==> src/rtl/lsc_pkg.sv <==
package lsc_pkg;

    localparam logic [15:0] UNLOCK_KEY = 16'h16AA;

    typedef enum logic [1:0] {
        A_CTRL  = 2'd0,
        A_DIV   = 2'd1,
        A_GATE  = 2'd2,
        A_SPARE = 2'd3
    } addr_e;

    typedef enum logic {
        SRC_INT = 1'b0,
        SRC_EXT = 1'b1
    } src_e;

    typedef struct packed {
        logic bypass;   // word bit 15
        logic ext_en;   // word bit 4
        src_e sel;      // word bit 0
    } ctrl_t;

    function automatic logic key_ok(input logic [31:0] w);
        return w[31:16] == UNLOCK_KEY;
    endfunction

    function automatic ctrl_t unpack_ctrl(input logic [31:0] w);
        ctrl_t c;
        c.bypass = w[15];
        c.ext_en = w[4];
        c.sel    = src_e'(w[0]);
        return c;
    endfunction

    function automatic logic [31:0] pack_ctrl(input ctrl_t c);
        logic [31:0] w;
        w     = '0;
        w[15] = c.bypass;
        w[4]  = c.ext_en;
        w[0]  = c.sel;
        return w;
    endfunction

endpackage

==> src/rtl/lsc_regs.sv <==
module lsc_regs
    import lsc_pkg::*;
#(
    parameter int NDIV_W = 5
) (
    input  logic              clk,
    input  logic              rst,
    input  logic              we,
    input  logic [1:0]        addr,
    input  logic [31:0]       wdata,
    input  logic              ext_ok,
    output ctrl_t             ctrl,
    output logic [NDIV_W-1:0] ndiv,
    output logic              gate_en,
    output logic [31:0]       rdata
);
    localparam int DIV_PAD = 32 - NDIV_W;

    addr_e a;
    logic  ctrl_wr;
    logic  lost_ext;
    logic  wdata_unused;

    assign a            = addr_e'(addr);
    assign ctrl_wr      = we && (a == A_CTRL) && key_ok(wdata);
    assign lost_ext     = (ctrl.sel == SRC_EXT) && !ctrl.bypass && !ext_ok;
    assign wdata_unused = ^wdata;

    always_ff @(posedge clk) begin
        if (rst) begin
            ctrl <= '0;
        end else if (ctrl_wr) begin
            ctrl <= unpack_ctrl(wdata);
        end else if (lost_ext) begin
            ctrl.sel <= SRC_INT;
        end
    end

    always_ff @(posedge clk) begin
        if (rst) begin
            ndiv    <= '0;
            gate_en <= 1'b0;
        end else if (we) begin
            if (a == A_DIV)  ndiv    <= wdata[NDIV_W-1:0];
            if (a == A_GATE) gate_en <= wdata[0];
        end
    end

    always_comb begin
        unique case (a)
            A_CTRL:  rdata = pack_ctrl(ctrl);
            A_DIV:   rdata = {{DIV_PAD{1'b0}}, ndiv};
            A_GATE:  rdata = {31'd0, gate_en};
            default: rdata = '0;
        endcase
    end

endmodule

==> src/rtl/lsc_divider.sv <==
module lsc_divider #(
    parameter int FIX_DIV = 32,
    parameter int NDIV_W  = 5
) (
    input  logic              clk,
    input  logic              rst,
    input  logic              in_tick,
    input  logic [NDIV_W-1:0] ndiv,
    output logic              div_tick
);
    logic              pre_fire;
    logic [NDIV_W-1:0] dcnt;

    generate
        if (FIX_DIV > 1) begin : g_pre
            localparam int PW = $clog2(FIX_DIV);
            localparam logic [PW-1:0] PRE_LAST = PW'(FIX_DIV - 1);
            logic [PW-1:0] pre_cnt;

            always_ff @(posedge clk) begin
                if (rst)          pre_cnt <= '0;
                else if (in_tick) pre_cnt <= (pre_cnt == PRE_LAST) ? '0 : pre_cnt + 1'b1;
            end

            assign pre_fire = in_tick && (pre_cnt == PRE_LAST);
        end else begin : g_nopre
            assign pre_fire = in_tick;
        end
    endgenerate

    // Down-counter: reloads with the divide value only when it fires.
    always_ff @(posedge clk) begin
        if (rst)           dcnt <= '0;
        else if (pre_fire) dcnt <= (dcnt == '0) ? ndiv : dcnt - 1'b1;
    end

    assign div_tick = pre_fire && (dcnt == '0);

endmodule

==> src/rtl/lsc_mux.sv <==
module lsc_mux
    import lsc_pkg::*;
(
    input  logic  clk,
    input  logic  rst,
    input  ctrl_t ctrl,
    input  logic  int_tick,
    input  logic  ext_tick,
    input  logic  gate_en,
    output logic  slow_tick,
    output logic  out_tick
);
    logic pick;

    always_comb begin
        unique case (ctrl.sel)
            SRC_EXT: pick = ctrl.ext_en && ext_tick;
            default: pick = int_tick;
        endcase
    end

    always_ff @(posedge clk) begin
        if (rst) begin
            slow_tick <= 1'b0;
            out_tick  <= 1'b0;
        end else begin
            slow_tick <= pick;
            out_tick  <= pick && gate_en;
        end
    end

endmodule

==> src/rtl/lsc_top.sv <==
module lsc_top
    import lsc_pkg::*;
#(
    parameter int FIX_DIV = 32,
    parameter int NDIV_W  = 5
) (
    input  logic        clk,
    input  logic        rst,
    input  logic        reg_we,
    input  logic [1:0]  reg_addr,
    input  logic [31:0] reg_wdata,
    output logic [31:0] reg_rdata,
    input  logic        int_osc_tick,
    input  logic        ext_osc_tick,
    input  logic        ext_osc_ok,
    output logic        slow_tick,
    output logic        slow_out_tick
);
    ctrl_t             ctrl_q;
    logic [NDIV_W-1:0] ndiv_q;
    logic              gate_q;
    logic              int_div_tick;

    lsc_regs #(.NDIV_W(NDIV_W)) u_regs (
        .clk     (clk),
        .rst     (rst),
        .we      (reg_we),
        .addr    (reg_addr),
        .wdata   (reg_wdata),
        .ext_ok  (ext_osc_ok),
        .ctrl    (ctrl_q),
        .ndiv    (ndiv_q),
        .gate_en (gate_q),
        .rdata   (reg_rdata)
    );

    lsc_divider #(.FIX_DIV(FIX_DIV), .NDIV_W(NDIV_W)) u_div (
        .clk      (clk),
        .rst      (rst),
        .in_tick  (int_osc_tick),
        .ndiv     (ndiv_q),
        .div_tick (int_div_tick)
    );

    lsc_mux u_mux (
        .clk       (clk),
        .rst       (rst),
        .ctrl      (ctrl_q),
        .int_tick  (int_div_tick),
        .ext_tick  (ext_osc_tick),
        .gate_en   (gate_q),
        .slow_tick (slow_tick),
        .out_tick  (slow_out_tick)
    );

endmodule

==> config.mk <==
export PLATFORM = sky130hd
export DESIGN_NAME = lsc_top
export DESIGN_NICKNAME = d
export VERILOG_FILES = /design/src/rtl/lsc_pkg.sv /design/src/rtl/lsc_regs.sv /design/src/rtl/lsc_divider.sv /design/src/rtl/lsc_mux.sv /design/src/rtl/lsc_top.sv
export SDC_FILE = /design/constraint.sdc
export NUM_CORES = 1
export LEC_CHECK = 0
export ABC_AREA = 0
export CELL_PAD_IN_SITES_DETAIL_PLACEMENT = 1
export CELL_PAD_IN_SITES_GLOBAL_PLACEMENT = 1
export CORE_MARGIN = 1.5
export CORE_UTILIZATION = 35
export CTS_CLUSTER_DIAMETER = 60
export DETAILED_ROUTE_END_ITERATION = 10
export DONT_BUFFER_PORTS = 1
export GPL_ROUTABILITY_DRIVEN = 0
export PLACE_DENSITY = 0.77
export SLEW_MARGIN = 20
export SYNTH_ARGS = -nofsm -noshare
export SYNTH_HDL_FRONTEND = slang
export SYNTH_HIERARCHICAL = 1
export SYNTH_SLANG_ARGS = --single-unit
==> constraint.sdc <==
create_clock -name clk -period 2.3 [get_ports clk]
set_clock_uncertainty 0.15 [all_clocks]
set_input_delay 0.115 -clock clk [delete_from_list [all_inputs] [get_ports clk]]
set_output_delay 0.115 -clock clk [all_outputs]
set_load 0.1 [all_outputs]
==> metrics.md <==
| Metric | Value |
|---|---|
| Status | finished, final reports clean |
| Fmax | 0.479 GHz |
| Clk slew on worst S/H paths | 80 ps |
| Placed Area | 1310 sq um |
| Vias in the first global route | 1155 |
| Layout cells sized above 1 | 0.126 |
| Diodes inserted | 0 |
| GRT Total Usage | 0.164 |
| Row count | 21 |
| Port Buffer Count | 0 |
| DR WL met2 | 1.78 mm |
| First-pass GRT wire length | 5.35 mm |
| TritonRoute pass-1 iters | 4 |
| DR WL met3 | 186 microns |
| IO Count | 74 |
| Crit Path Max Fanout | 8 |
| Max-slew headroom | 0.561 |
| Commonest cells in the netlist | 26 x buf_4, 21 x dfxtp_1, 14 x a21oi_1 |
| Top cell type's share of synthesized area | 0.323 |
| Sequential area share after synthesis | 0.323 |
| Setup TNS | 0 ps |
| P per Cell Area | 568 nW/um^2 |
| Critical path's top delay family | simple AND/OR/NAND/NOR gates |
| Final hold slack | 14.0 ps |
| Root buffer cell | clkbuf_8 |
| R2R cell count | 6 |
| Largest area contributor in the netlist | dfxtp_1 |
| Final instance area | 1540 sq um |
| Worst Path Required | 2330 ps |
| Initial antenna violation count | 0 |
| Top-count cell post-synth | buf_4 |
| Worst vdd ir | 0.254 mV |
| Unique masters post-synth | 42 |
| Final worst path period share | 0.908 |
| Via-per-instance ratio | 4.89 |
| Die Y | 64.0 microns |
| FFs w/ async S/R, synth | 0 |
| Nets@finish | 226 |
| GRT overflow | 0 |
| CTS H-tree depth | 1 |
| Cell leakage power | 0.620 nW |
| Final setup fails | 0 |
| Reg2reg end | u_div/dcnt[4] |
| CTS tree | yes |
| DIE AREA | 4100 sq um |
| R2R setup slack | 210 ps |
| M1 wire length | 1.26 mm |
| Worst hold stages | 3 |
| Cells after Synth | 158 |
| Avg Inst Size Synth | 8.24 sq um |
| Yosys reg bits | 21 |
| Pin count of the biggest net entering global routing | 21 |
| WHS Endpoint | u_regs/ndiv[4] |
| Place WS | 307 ps |
| Fin crit period | 2090 ps |
| Antenna Nets Post-Route | 0 |
| Avg WL per Cell | 14.3 microns |
| HP Class | in2reg |
| Synth warn | 6 |
| CP endpoint kind | register |
| Die Wd | 64.0 microns |
| Initial DRC Count | 13 |
| CP peak stage delay | 460 ps |
| Total CTS buffers | 3 |
| Via count | 1115 |
| Crit path buf inv count | 0 |
| Post-synth EDFFs | 0 |
| CP Class | reg2reg |
| Synth Flop Type | dfxtp_1 |
| Initial Util | 0.378 |
| Reg2Reg Launch Point | u_div/g_pre.pre_cnt[0] |
| Worst Setup Slack, final | 211 ps |
| Post-synth design cell area | 1300 sq um |
| Cell Chain, Critical Path | ha_1 -> and3_1 -> ha_2 -> nand3_1 -> or4_1 -> a21oi_1 |
| Crit path DAT | 2120 ps |
| Clk sinks | 21 |
| Max cap viols | 0 |
| CORE AREA | 3440 sq um |
| P&R area growth vs syn | 18.0% |
| DRC Markers | 0 |
| Slowest stage cell, crit path | or4_1 |
| RSZ-0062 raised after global routing | no |
| Worst-Margin Slew | 656 ps |
| Max Root-Sink Buffers | 2 |
| Top cells by area, synth | dfxtp_1 32%, buf_4 15%, a21oi_1 5.4%, mux2i_1 3.8%, nand3_1 3.8% |
| Final count of hold timing violations | 0 |
| Crit path launch type | register |
| Final WL | 3.25 mm |
| Final Slew Violations | 0 |
| Pwr Total | 0.000872 W |
| Highest routed layer | met4 |
| Detailed placer's ending HPWL | 2.24 mm |
| Clk Latency, worst-skew pair | 260 ps |
| Hold Startpoint | reg_addr[1] |
[sequential cells by signal, indices dropped and copies added, names as in the netlist]
register,cells
u_div/dcnt,5
u_div/g_pre.pre_cnt,5
u_mux/out_tick,1
u_mux/slow_tick,1
u_regs/ctrl,3
u_regs/gate_en,1
u_regs/ndiv,5
[metrics by stage]
step,instances,util
2_1_floorplan,183,-
5_1_grt,228,0.446
6_report,228,0.446
3_3_place_gp,206,0.380
4_1_cts,228,0.446
3_5_place_dp,206,0.380
[worst min-delay path, delay by kind of cell]
family	cells	cell delay [ps]
AO/OA/AOI/OAI	1	60
AND/OR/NAND/NOR	2	210
[how the worst max path moves through the flow]
stage	from	to	slack [ps]	depth (start not counted)
2_1_floorplan	u_regs/ctrl[0]	reg_rdata[0]	280	2
3_3_place_gp	u_div/g_pre.pre_cnt[0]	u_div/dcnt[4]	370	6
3_5_place_dp	u_div/g_pre.pre_cnt[0]	u_div/dcnt[4]	310	6
4_1_cts	u_div/g_pre.pre_cnt[0]	u_div/g_pre.pre_cnt[1]	180	6
5_1_grt	u_div/g_pre.pre_cnt[0]	u_div/dcnt[4]	60	6
6_report	u_div/g_pre.pre_cnt[0]	u_div/dcnt[4]	210	6
[final cells by class]
type	count	area [sq um]
multi-input combinational	124	747
tap	46	57.6
inverter	7	26.3
clock buffer	4	45.0
fill	421	1910
sequential	21	420
timing repair buffer	26	240
[power breakdown]
part | leakage (nW) | total [W] | internal [W] | switching, W
logic | 0.427 | 0.000254 | 0.0000341 | 0.000220
registers | 0.170 | 0.000376 | 0.000370 | 0.00000586
clock network | 0.0228 | 0.000243 | 0.000123 | 0.000120
[repair_timing]
item                                    4_1_cts  5_1_grt
endpoints found under the hold margin        21        0
resized for setup                             0        1
hold buffers                                 18        0
endpoints found under the setup margin        0        1
setup buffers                                 0        0
[layer usage]
metal / vias up / GRT usage
met2: 46 / 0.326
met5: - / 0
met3: 3 / 0.0264
met1: 522 / 0.180
met4: 0 / 0.0326
li1: 544 / -
[cells by family (layout without fill, tap and decap cells)]
family	count (synthesis)	after routing	synth area share
adders and majority gates	3	3	0.0288
muxes	5	5	0.0384
and+or+nand+nor	63	63	0.294
other	1	26	0.00288
xor gates and xnor gates	1	1	0.00673
buffers and inverters	38	37	0.191
DFF	21	21	0.323
AOI/OAI and AO/OA	26	26	0.115
[cell usage in the layout, fill, tap and decap left out, types with 2 or more instances in the layout]
cell type	count
nand4_1	2
nand3_1	10
o21ai_0	6
buf_4	8
ha_1	2
and3_1	2
or3_1	3
and2_1	3
inv_1	7
mux2i_1	5
conb_1	26
dlygate4sd3_1	18
a21oi_1	14
dfxtp_1	21
nand2_1	13
nor2b_1	2
nor4bb_1	2
nand2b_1	2
clkbuf_8	3
nor2_1	8
nor4b_1	2
Power figures use the tool's default switching activity.
